File: config.mk
export PLATFORM = sky130hd
export DESIGN_NAME = etmr_regs
export DESIGN_NICKNAME = d
export VERILOG_FILES = /design/src/rtl/etmr_pkg.sv /design/src/rtl/etmr_decode.sv /design/src/rtl/etmr_counter.sv /design/src/rtl/etmr_ctrl.sv /design/src/rtl/etmr_regs.sv
export SDC_FILE = /design/constraint.sdc
export NUM_CORES = 1
export LEC_CHECK = 0
export BUFFER_PORTS_ARGS = -buffer_cell sky130_fd_sc_hd__clkbuf_2
export CAP_MARGIN = 20
export CORE_MARGIN = 2
export CORE_UTILIZATION = 46
export DETAILED_ROUTE_END_ITERATION = 16
export GPL_TIMING_DRIVEN = 1
export PLACE_DENSITY = 0.87
export SETUP_SLACK_MARGIN = 0.3
export SLEW_MARGIN = 40
export SYNTH_ARGS = -nofsm -noshare
export SYNTH_HDL_FRONTEND = slang
export SYNTH_HIERARCHICAL = 1
export SYNTH_SLANG_ARGS = --single-unit
File: constraint.sdc
create_clock -name clk -period 4.34 [get_ports clk]
set_input_delay 0.434 -clock clk [delete_from_list [all_inputs] [get_ports clk]]
set_output_delay 0.434 -clock clk [all_outputs]
set_load 0.01 [all_outputs]
File: src/rtl/etmr_pkg.sv
`timescale 1ns/1ps
// Shared constants and types for the event timer register front end.
// Assumes a 1 KiB register space reached with aligned 32-bit words.
package etmr_pkg;
    localparam int ADDR_W    = 10;
    localparam int DATA_W    = 32;
    localparam int IDX_W     = 5;
    localparam int WORD_W    = 3;
    localparam int TMR_WORDS = 6;
    localparam int CNT_W     = 64;

    localparam logic [ADDR_W-1:0] A_CAP_LO   = 10'h000;
    localparam logic [ADDR_W-1:0] A_CAP_HI   = 10'h004;
    localparam logic [ADDR_W-1:0] A_GCFG     = 10'h010;
    localparam logic [ADDR_W-1:0] A_STS      = 10'h020;
    localparam logic [ADDR_W-1:0] A_CNT_LO   = 10'h0F0;
    localparam logic [ADDR_W-1:0] A_CNT_HI   = 10'h0F4;
    localparam logic [ADDR_W-1:0] A_TMR_BASE = 10'h100;

    localparam logic [WORD_W-1:0] W_CFG_LO = 3'd0;
    localparam logic [WORD_W-1:0] W_CFG_HI = 3'd1;

    typedef enum logic [2:0] {
        RG_NONE,
        RG_CAP_LO,
        RG_CAP_HI,
        RG_GCFG,
        RG_STS,
        RG_CNT_LO,
        RG_CNT_HI,
        RG_TMR
    } region_e;
endpackage

File: src/rtl/etmr_decode.sv
`timescale 1ns/1ps
// Address classifier: maps a byte address to a global register or to a
// channel window (channel number plus word index). Assumes 32-byte windows
// from A_TMR_BASE; unaligned, undefined or out-of-range addresses give RG_NONE.
module etmr_decode
    import etmr_pkg::*;
#(
    parameter int NUM_TMR = 3
) (
    input  logic [ADDR_W-1:0] addr,
    output region_e           region,
    output logic [IDX_W-1:0]  tmr_idx,
    output logic [WORD_W-1:0] tmr_word
);
    localparam int WA_W = ADDR_W - 2;
    localparam logic [IDX_W:0] NT_L = 6'(NUM_TMR);

    logic [WA_W-1:0] woff;

    // Classify the address into one register region.
    always_comb begin : p_decode
        woff     = addr[ADDR_W-1:2] - A_TMR_BASE[ADDR_W-1:2];
        tmr_idx  = woff[WA_W-1 -: IDX_W];
        tmr_word = woff[WORD_W-1:0];
        region   = RG_NONE;
        if (addr[1:0] != 2'b00) begin
            region = RG_NONE;
        end else if (addr >= A_TMR_BASE) begin
            if (({1'b0, tmr_idx} < NT_L) && (tmr_word < 3'(TMR_WORDS)))
                region = RG_TMR;
        end else begin
            case (addr)
                A_CAP_LO: region = RG_CAP_LO;
                A_CAP_HI: region = RG_CAP_HI;
                A_GCFG:   region = RG_GCFG;
                A_STS:    region = RG_STS;
                A_CNT_LO: region = RG_CNT_LO;
                A_CNT_HI: region = RG_CNT_HI;
                default:  region = RG_NONE;
            endcase
        end
    end
endmodule

File: src/rtl/etmr_counter.sv
`timescale 1ns/1ps
// Main up-counter. It advances once per tick while run is set, holds its
// value otherwise, and accepts writes of either half at any time. A write
// takes priority over a tick in the same cycle.
module etmr_counter #(
    parameter int CNT_W = 64
) (
    input  logic                 clk,
    input  logic                 rst_n,
    input  logic                 run,
    input  logic                 tick,
    input  logic                 wr_lo,
    input  logic                 wr_hi,
    input  logic [CNT_W/2-1:0]   wdata,
    output logic [CNT_W-1:0]     cnt
);
    localparam int HALF = CNT_W / 2;
    localparam logic [CNT_W-1:0] ONE = {{(CNT_W-1){1'b0}}, 1'b1};

    // Count state: reset, half writes, then enabled ticks.
    always_ff @(posedge clk) begin : p_count
        if (!rst_n)           cnt <= '0;
        else if (wr_lo)       cnt[HALF-1:0] <= wdata;
        else if (wr_hi)       cnt[CNT_W-1:HALF] <= wdata;
        else if (run && tick) cnt <= cnt + ONE;
    end

    // disabled and unwritten means frozen
    p_frozen_r4: assert property (@(posedge clk) disable iff (!rst_n)
        (!run && !wr_lo && !wr_hi) |=> $stable(cnt));

    // one enabled tick adds exactly one
    p_step_r4: assert property (@(posedge clk) disable iff (!rst_n)
        (run && tick && !wr_lo && !wr_hi) |=> (cnt == $past(cnt) + ONE));

    // a low-half write lands even when a tick coincides
    p_wr_lo_r5: assert property (@(posedge clk) disable iff (!rst_n)
        wr_lo |=> (cnt[HALF-1:0] == $past(wdata)));
endmodule

File: src/rtl/etmr_ctrl.sv
`timescale 1ns/1ps
// Global configuration and interrupt status. Holds the masked configuration
// word, makes one-cycle arm/disarm pulses on enable edges and keeps
// write-one-to-clear status bits that are set by channel events while enabled.
module etmr_ctrl #(
    parameter int          NUM_TMR    = 3,
    parameter logic [31:0] GCFG_WMASK = 32'h0000_0003
) (
    input  logic               clk,
    input  logic               rst_n,
    input  logic               wr_gcfg,
    input  logic               wr_sts,
    input  logic [31:0]        wdata,
    input  logic [NUM_TMR-1:0] tmr_evt,
    output logic [31:0]        gcfg,
    output logic [NUM_TMR-1:0] sts,
    output logic               arm_stb,
    output logic               disarm_stb
);
    logic run;
    logic going_on;
    logic going_off;
    logic [NUM_TMR-1:0] clr_bits;
    logic [NUM_TMR-1:0] set_bits;

    assign run       = gcfg[0];
    assign going_on  = wr_gcfg && wdata[0] && !gcfg[0];
    assign going_off = wr_gcfg && !wdata[0] && gcfg[0];
    assign clr_bits  = wr_sts ? wdata[NUM_TMR-1:0] : '0;
    assign set_bits  = run ? tmr_evt : '0;

    // Configuration word: only masked bits change.
    always_ff @(posedge clk) begin : p_gcfg
        if (!rst_n)       gcfg <= '0;
        else if (wr_gcfg) gcfg <= (wdata & GCFG_WMASK) | (gcfg & ~GCFG_WMASK);
    end

    // Enable edge pulses, aligned with the first cycle of the new state.
    always_ff @(posedge clk) begin : p_edges
        if (!rst_n) begin
            arm_stb    <= 1'b0;
            disarm_stb <= 1'b0;
        end else begin
            arm_stb    <= going_on;
            disarm_stb <= going_off;
        end
    end

    // Status: disable clears, events beat write-one-to-clear.
    always_ff @(posedge clk) begin : p_status
        if (!rst_n)         sts <= '0;
        else if (going_off) sts <= '0;
        else                sts <= (sts & ~clr_bits) | set_bits;
    end

    // the configuration only changes on a write
    p_gcfg_hold_r3: assert property (@(posedge clk) disable iff (!rst_n)
        !wr_gcfg |=> $stable(gcfg));

    // arm and disarm never together
    p_edge_excl_r6: assert property (@(posedge clk) disable iff (!rst_n)
        $onehot0({arm_stb, disarm_stb}));

    // an arm pulse lasts a single cycle
    p_arm_single_r6: assert property (@(posedge clk) disable iff (!rst_n)
        arm_stb |=> !arm_stb);

    // no status bit appears while disabled
    p_no_set_off_r7: assert property (@(posedge clk) disable iff (!rst_n)
        !run |=> ((sts & ~$past(sts)) == '0));

    // written ones clear when no event competes
    p_w1c_r7: assert property (@(posedge clk) disable iff (!rst_n)
        (wr_sts && (tmr_evt == '0)) |=> ((sts & $past(wdata[NUM_TMR-1:0])) == '0));
endmodule

File: src/rtl/etmr_regs.sv
`timescale 1ns/1ps
// Event timer register front end (top). Decodes word accesses, holds the
// capability, configuration, status and main counter, and forwards channel
// window accesses as one-hot strobes. Read data is registered: a request in
// cycle t answers in cycle t+1. Assumes 3 <= NUM_TMR <= 24 (window space).
module etmr_regs
    import etmr_pkg::*;
#(
    parameter int          NUM_TMR    = 3,
    parameter logic [31:0] TICK_FS    = 32'd10_000_000,
    parameter logic [7:0]  REV_ID     = 8'h01,
    parameter logic [15:0] VENDOR_ID  = 16'h1D0F,
    parameter logic [31:0] TCFG_WMASK = 32'h0000_7F4E
) (
    input  logic               clk,
    input  logic               rst_n,
    input  logic               bus_valid,
    input  logic               bus_write,
    input  logic [9:0]         bus_addr,
    input  logic [31:0]        bus_wdata,
    output logic               rd_valid,
    output logic [31:0]        rd_data,
    input  logic               tick_stb,
    input  logic [NUM_TMR-1:0] tmr_evt,
    output logic               cnt_run,
    output logic               legacy_route,
    output logic [63:0]        cnt_value,
    output logic               arm_stb,
    output logic               disarm_stb,
    output logic [NUM_TMR-1:0] tmr_rd_stb,
    output logic [NUM_TMR-1:0] tmr_wr_stb,
    output logic [2:0]         tmr_word,
    output logic [31:0]        tmr_wdata,
    output logic [31:0]        tmr_wmask,
    input  logic [31:0]        tmr_rdata
);
    localparam logic [4:0]  NT_M1  = 5'(NUM_TMR - 1);
    localparam logic [31:0] CAP_LO = {VENDOR_ID, 1'b1, 1'b0, 1'b1, NT_M1, REV_ID};

    region_e           region;
    logic [IDX_W-1:0]  idx;
    logic [WORD_W-1:0] word;
    logic              rd_req;
    logic              wr_req;
    logic [31:0]       gcfg;
    logic [NUM_TMR-1:0] sts;
    logic [31:0]       rd_next;

    assign rd_req = bus_valid && !bus_write;
    assign wr_req = bus_valid && bus_write;

    etmr_decode #(.NUM_TMR(NUM_TMR)) u_decode (
        .addr     (bus_addr),
        .region   (region),
        .tmr_idx  (idx),
        .tmr_word (word)
    );

    etmr_ctrl #(.NUM_TMR(NUM_TMR), .GCFG_WMASK(32'h0000_0003)) u_ctrl (
        .clk        (clk),
        .rst_n      (rst_n),
        .wr_gcfg    (wr_req && (region == RG_GCFG)),
        .wr_sts     (wr_req && (region == RG_STS)),
        .wdata      (bus_wdata),
        .tmr_evt    (tmr_evt),
        .gcfg       (gcfg),
        .sts        (sts),
        .arm_stb    (arm_stb),
        .disarm_stb (disarm_stb)
    );

    etmr_counter #(.CNT_W(CNT_W)) u_counter (
        .clk   (clk),
        .rst_n (rst_n),
        .run   (gcfg[0]),
        .tick  (tick_stb),
        .wr_lo (wr_req && (region == RG_CNT_LO)),
        .wr_hi (wr_req && (region == RG_CNT_HI)),
        .wdata (bus_wdata),
        .cnt   (cnt_value)
    );

    assign cnt_run      = gcfg[0];
    assign legacy_route = gcfg[1];
    assign tmr_word     = word;
    assign tmr_wdata    = bus_wdata;
    assign tmr_wmask    = (word == W_CFG_LO) ? TCFG_WMASK : '1;

    // One strobe pair per implemented channel.
    for (genvar gi = 0; gi < NUM_TMR; gi++) begin : g_stb
        assign tmr_rd_stb[gi] = rd_req && (region == RG_TMR) && (idx == 5'(gi));
        assign tmr_wr_stb[gi] = wr_req && (region == RG_TMR) && (idx == 5'(gi))
                                && (word != W_CFG_HI);
    end

    // Select the read word for the addressed register.
    always_comb begin : p_rd_mux
        case (region)
            RG_CAP_LO: rd_next = CAP_LO;
            RG_CAP_HI: rd_next = TICK_FS;
            RG_GCFG:   rd_next = gcfg;
            RG_STS:    rd_next = 32'(sts);
            RG_CNT_LO: rd_next = cnt_value[31:0];
            RG_CNT_HI: rd_next = cnt_value[63:32];
            RG_TMR:    rd_next = tmr_rdata;
            default:   rd_next = '0;
        endcase
    end

    // Registered read response.
    always_ff @(posedge clk) begin : p_rd_resp
        if (!rst_n) begin
            rd_valid <= 1'b0;
            rd_data  <= '0;
        end else begin
            rd_valid <= rd_req;
            rd_data  <= rd_req ? rd_next : '0;
        end
    end

    // every read request is answered next cycle
    p_rd_resp_r2: assert property (@(posedge clk) disable iff (!rst_n)
        rd_req |=> rd_valid);

    // at most one channel strobed at a time
    p_stb_onehot_r8: assert property (@(posedge clk) disable iff (!rst_n)
        $onehot0(tmr_rd_stb | tmr_wr_stb));

    // the read-only config half never sees a write strobe
    p_cfg_hi_ro_r9: assert property (@(posedge clk) disable iff (!rst_n)
        (tmr_word == W_CFG_HI) |-> (tmr_wr_stb == '0));

    // no strobe without a request
    p_idle_quiet_r10: assert property (@(posedge clk) disable iff (!rst_n)
        !bus_valid |-> ((tmr_rd_stb | tmr_wr_stb) == '0));
endmodule

* Yosys cells after proc, flatten, opt, wreduce, memory -nomap -nowiden
Cells that the tools add are included.
Cells by class: order comparisons 3, mux-type cells 12, bitwise logic cells 6, equality and inequality tests 16, add/sub/neg operators 2, reductions and logical operators 36
Operator list (number):
- case mux 32 bit (7 select lines) | 1
- 2-to-1 mux 32 bit | 4
- adder 64 x 1 -> 64 bit (second input constant) | 1
- 2-to-1 mux 64 bit | 1
- bitwise OR 2 x 32 -> 32 bit | 1
- logical AND 1 bit | 23
- == test 10 x 8 -> 1 bit (second input constant) | 2
- case mux 3 bit (6 select lines) | 1
- 2-to-1 mux 3 bit | 5
- == test 3 bit (second input constant) | 4
- == test 10 x 3 -> 1 bit (second input constant) | 1
- == test 10 x 5 -> 1 bit (second input constant) | 1
- == test 10 x 6 -> 1 bit (second input constant) | 1
- greater-or-equal comparator 10 x 9 -> 1 bit (second input constant) | 1
- logical NOT 10 bit | 1
- subtractor 8 x 7 -> 8 bit (second input constant) | 1
- == test 3 x 2 -> 1 bit (second input constant) | 2
- AND reduction 2 bit | 3
- nonzero test 2 bit | 3
- == test 5 x 1 -> 1 bit (second input constant) | 1
- == test 5 x 2 -> 1 bit (second input constant) | 1
- logical NOT 5 bit | 1
- less-than comparator 5 x 2 -> 1 bit (second input constant) | 1
- AND 3 bit | 1
- other kinds (10) | 13
Word-level totals: flip-flop bits (word level) 134, bits of input ports 82, word-level logic and storage cells 83, output and inout port bits 174

* Logic depth before layout (Yosys ltp)
Gate-level depths: netlist (run 1).
word-level depth 12, mapped depth 18, mapped depth without buffers 12

* Hierarchy
Netlist (run 1), hierarchy kept.
Modules (own cells, without submodules):
- etmr_counter | times used 1, cells an instance 569, area each 4280.4 sq um, sequential area each 1281.2 sq um
- etmr_regs | times used 1, cells an instance 296, area each 2364.8 sq um, sequential area each 660.6 sq um
- etmr_ctrl | times used 1, cells an instance 56, area each 491.7 sq um, sequential area each 140.1 sq um
- etmr_decode | times used 1, cells an instance 31, area each 225.2 sq um, sequential area each 0.0 sq um

* Worst setup path after synthesis (run 1)
OpenSTA, ideal clock, no wires.
path type input to register, start point in bus_addr[5], end point reg u_counter.cnt[50], data required time 4.269 ns, buffers on the path 5, arrival 3.995 ns, setup time 0.071 ns, cell stages on the path 15, slack 0.275 ns, path through or3_1 or3b_1 a311oi_1 buf_2 buf_1 clkbuf_1 nand2_1 nor3_1 clkbuf_1 a21oi_1 or2_2 clkbuf_1 or4_1 o32ai_1 o21bai_1
Between the ends: longest elaborated chain between the ends 10, elaborated cells on any way between the ends 22, classes of those cells add/sub: 1; order compare: 2; eq/ne: 7; mux: 5; bitwise: 1; reduce/logical: 6
RTL lines:
- start, declared | line etmr_regs.sv:19 | input logic [9:0] bus_addr,
- subtractor 8 x 7 -> 8 bit | line etmr_decode.sv:22 | woff = addr[ADDR_W-1:2] - A_TMR_BASE[ADDR_W-1:2];
- less-than comparator 5 x 2 -> 1 bit | line etmr_decode.sv:29 | if (({1'b0, tmr_idx} < NT_L) && (tmr_word < 3'(TMR_WORDS)))
- logical AND 1 bit | line etmr_decode.sv:29
- 2-to-1 mux 3 bit | line etmr_decode.sv:29
- 2-to-1 mux 3 bit * | line etmr_decode.sv:28 | end else if (addr >= A_TMR_BASE) begin
- 2-to-1 mux 3 bit * | line etmr_decode.sv:26 | if (addr[1:0] != 2'b00) begin
- net region[1] | line etmr_regs.sv:40 | region_e region;
- == test 3 bit (on tied branches) | line etmr_regs.sv:78, etmr_regs.sv:77
- logical AND 1 bit (on tied branches) | line etmr_regs.sv:78, etmr_regs.sv:77
- nonzero test 2 bit (no source line) / inverter 1 bit (equally long branches)
- AND reduction 2 bit (no source line)
- end signal, assigned by index | line etmr_counter.sv:23 | else if (wr_lo) cnt[HALF-1:0] <= wdata;
- end signal, assigned by index | line etmr_counter.sv:24 | else if (wr_hi) cnt[CNT_W-1:HALF] <= wdata;
- end signal, assigned | line etmr_counter.sv:25 | else if (run && tick) cnt <= cnt + ONE;
- end, declared | line etmr_counter.sv:15 | output logic [CNT_W-1:0] cnt
Mark *: on every way through the listed nets, which the timed path passes. The rest lies on a longest branch. A chain may end at the register's enable or synchronous reset.

* Final worst setup path (run 1)
start point in bus_addr[5], end point out tmr_rd_stb[2]
Between the ends: longest elaborated chain between the ends 9, elaborated cells on any way between the ends 18, classes of those cells add/sub: 1; order compare: 2; eq/ne: 7; mux: 4; reduce/logical: 4
RTL lines:
- subtractor 8 x 7 -> 8 bit | line etmr_decode.sv:22
- less-than comparator 5 x 2 -> 1 bit | line etmr_decode.sv:29
- logical AND 1 bit | line etmr_decode.sv:29
- 2-to-1 mux 3 bit | line etmr_decode.sv:29
- 2-to-1 mux 3 bit * | line etmr_decode.sv:28
- 2-to-1 mux 3 bit * | line etmr_decode.sv:26
- net region[1] | line etmr_regs.sv:40
- == test 3 bit * | line etmr_regs.sv:91 | assign tmr_rd_stb[gi] = rd_req && (region == RG_TMR) && (idx == 5'(gi));
- logical AND 1 bit * (2 in series) | line etmr_regs.sv:91
- end, declared | line etmr_regs.sv:30 | output logic [NUM_TMR-1:0] tmr_rd_stb,
Marks and branches as above.

==> results of run 1 <==
worst max-delay path, cell delays in order:
cell      delay (ns)
clkbuf_2        0.15
or3_1           0.41
or3b_1          0.42
a311oi_4        0.29
buf_4           0.41
nand2_1         0.20
or4b_1          0.61
nor3b_2         0.20
clkbuf_2        0.15
cells in the final DEF (no fill, tap or decap), drive strengths merged, types with 14 or more instances in the layout:
master,n
conb,41
a31oi,17
xor2,15
nand4,34
nand3,45
nor4,16
dfxtp,104
nand2,103
or4,14
nor2,47
and3,22
buf,18
o21ai,38
a22oi,21
a21oi,74
mux2,18
inv,16
a311oi,14
clkbuf,255
nor3,22
flip-flops by register name (all words and copies together) (netlist names):
register,cells
rd_data,32
rd_valid,1
u_counter/cnt,64
u_ctrl/arm_stb,1
u_ctrl/disarm_stb,1
u_ctrl/gcfg,2
u_ctrl/sts,3
worst min-delay path by stage:
stage	slack, ns	cells past startpoint	end	startpoint
floorplan	0.51	1	u_ctrl/disarm_stb	bus_wdata[0]
global route	0.32	3	u_ctrl/sts[2]	tmr_evt[2]
CTS	0.31	3	rd_data[4]	tmr_rdata[4]
detailed placement	0.54	2	u_ctrl/gcfg[1]	u_ctrl/gcfg[1]
finish	0.32	3	rd_data[4]	tmr_rdata[4]
global placement	0.53	2	u_ctrl/gcfg[1]	u_ctrl/gcfg[1]
cells by family (layout without fill, tap and decap cells):
logic type,after synthesis,in the layout,share of synthesized area [%]
other cells,2,43,0.102
simple gates,358,358,26.4
buf+inv,175,294,14.2
xor+xnor,28,28,3.33
flops,104,104,28.3
mux,27,27,3.98
fa+ha+maj,4,4,0.680
compound gates,254,254,23.1
per-layer routing:
metal / GRT usage [%] / vias up / share of wire [%]
li1: - / 3724 / -
met1: 43.4 / 3888 / 40
met2: 48.5 / 651 / 44
met3: 6.88 / 103 / 12
met4: 15.0 / 2 / 3.9
met5: 0 / - / 0.046
per-stage QoR:
stage,util (%),cells
3_3_place_gp,52.0,1310
6_report,54.0,1328
3_5_place_dp,52.0,1310
5_1_grt,54.0,1326
2_1_floorplan,-,991
4_1_cts,53.9,1326
power groups by stage:
stage	clock, W	sequential [W]	combinational, W
global placement	0	0.00100	0.000183
floorplan	0	0.000995	0.000140
finish	0.000868	0.000985	0.000191
detailed placement	0	0.00100	0.000185
global route	0.000892	0.000984	0.000205
CTS	0.000862	0.000982	0.000186
area by class of cell:
| cell class | count | area, um^2 |
|---|---|---|
| diodes | 2 | 5.00 |
| clock buffers | 11 | 243 |
| clock inverters | 5 | 56.3 |
| fillers | 1521 | 7260 |
| inverters | 16 | 60.1 |
| multi-input cells | 712 | 4430 |
| flip-flops and latches | 104 | 2080 |
| well taps | 216 | 270 |
| repair buffers | 262 | 1370 |
==> impl_metrics.yaml, run 1 <==
run_status:
  status: "finished, final reports clean"
place:
  post-place-ws_ns: 0.621
  place_area_mm2: 0.00821
  gp_congestion: 0.979
  port_buffers: 244
  hpwl_um: 20800
yosys:
  synth.most_common_cell: "dfxtp_1"
  postSynth.asyncResetShare_pct: 0
  ys_seq_area_share_pct: 28.3
  syn_area_per_cell_um2: 7.73
  netlist_area_mm2: 0.00736
  netlist_instances: 952
  synth_top_area_share_pct: 28.3
  yosys_warnings: 6
  synth_common_cells: "104 x dfxtp_1, 103 x nand2_1, 100 x buf_4"
  ys_types: 75
  yosysTopAreaCell: "dfxtp_1"
  ys_ff_latch: 104
  synth-edff-count: 0
  synth.area.top_cells: "dfxtp_1 28%, buf_4 10%, nand2_1 5.3%"
  synth_ff_type: "dfxtp_1"
timing:
  tightest_slew_ns: 0.834
  setup_tns_ns: 0
  final_hold_viol_count: 0
  finalCriticalPeriod_ns: 3.71
  fin_crit_sh_pct: 85.5
  fmax_ghz: 0.269
  layout_setup_ws_ns: 0.627
  slew_violations: 0
  skew_ns: 0.0192
  setup_viol: 0
  rsz0062_at_grt: "false"
  hold-worst-slack_ns: 0.316
  slew-limit-headroom_pct: 44.4
grt:
  grt_max_degree: 58
  first_global_vias: 7457
  grt_antenna_before_repair: 3
  grt_first_pass_wirelength_um: 41700
  gr-total-overflow: 0
  track_usage_pct: 32.0
power_and_ir_drop:
  finalPower_w: 0.00204
  pwr-share-clk_pct: 42.5
  p_sw_w: 0.000547
  internal-power_w: 0.00150
  vdd_drop_max_uv: 200
  swShare_pct: 26.8
  pwr-share-comb_pct: 9.4
  p_leak_nw: 3.40
  powerDensity_mw_per_mm2: 240
  pwr-share-seq_pct: 48.2
worst_setup_path:
  path_class: "primary input to output pin"
  r2r_end: "u_counter/cnt[57]"
  cp-start-kind: "primary input"
  crit_fanout: 36
  r2r_start: "u_counter/cnt[9]"
  endpoint_kind: "output pin"
  critical_path_arrival_ns: 3.28
  reg2reg_depth: 5
  worst_ep_required_time_ns: 3.91
  crit_end: "tmr_rd_stb[2]"
  crit_start: "bus_addr[5]"
  r2r_setup_slack_ns: 1.27
die:
  initial_utilization_pct: 46.7
  io_pins: 256
  die_w_um: 131
  die_area_mm2: 0.0170
  row_count: 46
  core_area_mm2: 0.0158
  die_h_um: 131
route:
  totalWireLength_um: 28500
  dr.pass1.iters: 6
  vias: 8368
  final_antenna_net_count: 0
  wl_per_cell_um: 21.5
  drtIter0Drc: 1253
  viasPerCell: 6.30
  drc_errors: 0
clock_network:
  cts_root_buf: "clkbuf_16"
  post_cts_buffers: 0
  clk_pin_slew_ns: 0.07
  cts_tree: "built"
  post_cts_resized: 0
  worstSkewPairLatency_ns: 0.38
  cts_hold_buf: 0
  cts.path.max_buffers: 2
  htreeDepth: 3
  cts_sinks: 104
  cts-buffers-inserted: 9
final_layout:
  area_growth_pct: 15.7
  layout-drive-gt1-share_pct: 29.4
  fin_area_mm2: 0.00851
  nets: 1191
job:
  maxCapViolations: 0
min_path:
  hold_path.class: "primary input to register"
Power figures use the tool's default switching activity.
==> run 2, diff against run 1 <==
--- a/config.mk
+++ b/config.mk
@@ -5,13 +5,14 @@
 export SDC_FILE = /design/constraint.sdc
 export NUM_CORES = 1
 export LEC_CHECK = 0
+export ABC_AREA = 1
 export BUFFER_PORTS_ARGS = -buffer_cell sky130_fd_sc_hd__clkbuf_2
 export CAP_MARGIN = 20
 export CORE_MARGIN = 2
-export CORE_UTILIZATION = 46
+export CORE_UTILIZATION = 48
 export DETAILED_ROUTE_END_ITERATION = 16
 export GPL_TIMING_DRIVEN = 1
-export PLACE_DENSITY = 0.87
+export PLACE_DENSITY = 0.88
 export SETUP_SLACK_MARGIN = 0.3
 export SLEW_MARGIN = 40
 export SYNTH_ARGS = -nofsm -noshare
==> impl_metrics.yaml, run 2 <==
clock_network:
  cts.path.max_buffers: 2
  post_cts_buffers: 0
  htreeDepth: 3
  cts_root_buf: "clkbuf_16"
  cts-buffers-inserted: 9
  cts_hold_buf: 0
  cts_tree: "built"
  post_cts_resized: 0
  cts_sinks: 104
  clk_pin_slew_ns: 0.07
  worstSkewPairLatency_ns: 0.37
min_path:
  hold_path.class: "primary input to register"
  worst_hold_path.endpoint: "u_counter/cnt[3]"
  hp-start: "bus_wdata[3]"
  min_path_cells: 3
final_layout:
  final_common_cell: "nand2_1"
  reg_top3: "u_counter/cnt x64, rd_data x32, u_ctrl/sts x3"
  largest_reg_flops: 64
  nets: 1660
  largest_register: "u_counter/cnt"
  mostFrequentLayoutCells: "380 x nand2_1, 269 x nor2_1, 244 x clkbuf_2"
  area_growth_pct: 12.0
  layout-drive-gt1-share_pct: 21.7
  antennaDiodeCount: 0
yosys:
  yosysTopAreaCell: "dfxtp_1"
  ys_seq_area_share_pct: 24.4
  yosys_warnings: 6
  ys_types: 35
  synth.area.top_cells: "dfxtp_1 24%, nand2_1 17%, nor2_1 12%"
  netlist_area_mm2: 0.00854
  syn_area_per_cell_um2: 5.95
  postSynth.asyncResetShare_pct: 0
  synth_common_cells: "381 x nand2_1, 270 x nor2_1, 116 x nand3_1"
  synth.most_common_cell: "nand2_1"
  synth_top_area_share_pct: 24.4
  synth-edff-count: 0
  synth_ff_type: "dfxtp_1"
  netlist_instances: 1435
  ys_ff_latch: 104
timing:
  finalCriticalPeriod_ns: 3.05
  setup_viol: 0
  fin_crit_sh_pct: 70.3
  setup_tns_ns: 0
  skew_ns: 0.0105
  slew-limit-headroom_pct: 47.4
  hold-worst-slack_ns: 0.330
  rsz0062_at_grt: "false"
  fmax_ghz: 0.328
  tightest_slew_ns: 0.789
  final_hold_viol_count: 0
  slew_violations: 0
worst_setup_path:
  critical_path_arrival_ns: 3.34
  r2r_start: "u_counter/cnt[29]"
  worst_ep_required_time_ns: 4.63
  path_class: "primary input to register"
  cp-start-kind: "primary input"
  r2r_end: "u_counter/cnt[51]"
  endpoint_kind: "register"
  r2r_setup_slack_ns: 1.94
  crit_fanout: 21
  reg2reg_depth: 9
die:
  row_count: 48
  io_pins: 256
  core_area_mm2: 0.0174
  die_h_um: 137
  initial_utilization_pct: 49.2
  die_w_um: 137
  die_area_mm2: 0.0189
route:
  totalWireLength_um: 31400
  dr.pass1.iters: 7
  vias: 10100
  wl_per_cell_um: 17.4
  final_antenna_net_count: 0
  drc_errors: 0
  viasPerCell: 5.60
  drtIter0Drc: 1248
place:
  port_buffers: 244
  gp_congestion: 0.995
  hpwl_um: 23800
power_and_ir_drop:
  powerDensity_mw_per_mm2: 218
  vdd_drop_max_uv: 196
  p_leak_nw: 4.21
grt:
  gr-total-overflow: 0
  grt_first_pass_wirelength_um: 47000
  grt_max_degree: 94
  track_usage_pct: 32.6
  grt_antenna_before_repair: 0
  first_global_vias: 8739
run_status:
  status: "finished, final reports clean"
job:
  maxCapViolations: 0
## run 2: worst max path at each step
stage | start | endpoint | cells after the start
2_1_floorplan | bus_addr[8] | u_counter/cnt[5] | 17
3_3_place_gp | bus_addr[8] | u_counter/cnt[32] | 17
3_5_place_dp | bus_addr[8] | u_counter/cnt[28] | 15
4_1_cts | bus_addr[8] | u_counter/cnt[28] | 15
5_1_grt | bus_addr[8] | u_counter/cnt[32] | 16
6_report | bus_addr[8] | u_counter/cnt[28] | 17
## run 2: stage by stage
step / setup slack (ns) / cells / cell area [um^2] / total power (W) / util (%)
3_5_place_dp: 1.04 / 1788 / 9230 / 0.00116 / 53.2
5_1_grt: 1.08 / 1804 / 9570 / 0.00215 / 55.1
3_3_place_gp: 1.13 / 1788 / 9220 / 0.00116 / 53.1
4_1_cts: 1.39 / 1804 / 9560 / 0.00210 / 55.1
2_1_floorplan: 1.12 / 1474 / 8690 / 0.00113 / -
6_report: 1.29 / 1804 / 9570 / 0.00209 / 55.1
## run 2: area by class of cell
class	count	area, um^2
flip-flops and latches	104	2080
clock buffers	10	229
inverters	95	357
clock inverters	6	108
fillers	1739	7790
multi-input cells	1109	5190
well taps	225	282
repair buffers	255	1320
## run 2: metal layers
layer / part of all wire (%) / vias to the layer above / track usage, %
met5: 0 / - / 0
met4: 3.6 / 0 / 13.8
met3: 12 / 94 / 6.88
met2: 45 / 656 / 50.6
met1: 40 / 4559 / 43.6
li1: - / 4788 / -
## run 2: where the power goes
group          internal, W  leakage [nW]  total [W]  switching [W]
Combinational    0.0000587          3.21   0.000184       0.000125
Sequential        0.000955         0.838   0.000956     0.00000104
Clock             0.000562         0.162   0.000950       0.000388
Total              0.00158          4.21    0.00209       0.000514
## run 2: logic make-up (layout without fill, tap and decap cells)
group / after synthesis / count (layout) / share of synthesized area [%]
buf+inv: 261 / 366 / 16.8
xor+xnor: 17 / 17 / 1.74
flops: 104 / 104 / 24.4
compound gates: 120 / 120 / 7.78
simple gates: 927 / 927 / 48.6
other cells: 2 / 41 / 0.0879
fa+ha+maj: 4 / 4 / 0.586
## run 2: critical path, stage by stage
cell      delay [ns]
clkbuf_2        0.09
inv_1           0.10
ha_1            0.18
nand3_1         0.08
nor2_1          0.14
nand2_1         0.09
nand3_1         0.09
nor2_1          0.06
nor2_4          0.11
inv_2           0.18
nor4_1          0.28
buf_4           0.21
nor2_2          0.08
nor2_1          0.59
buf_4           0.34
nand2_1         0.08
a31oi_1         0.20
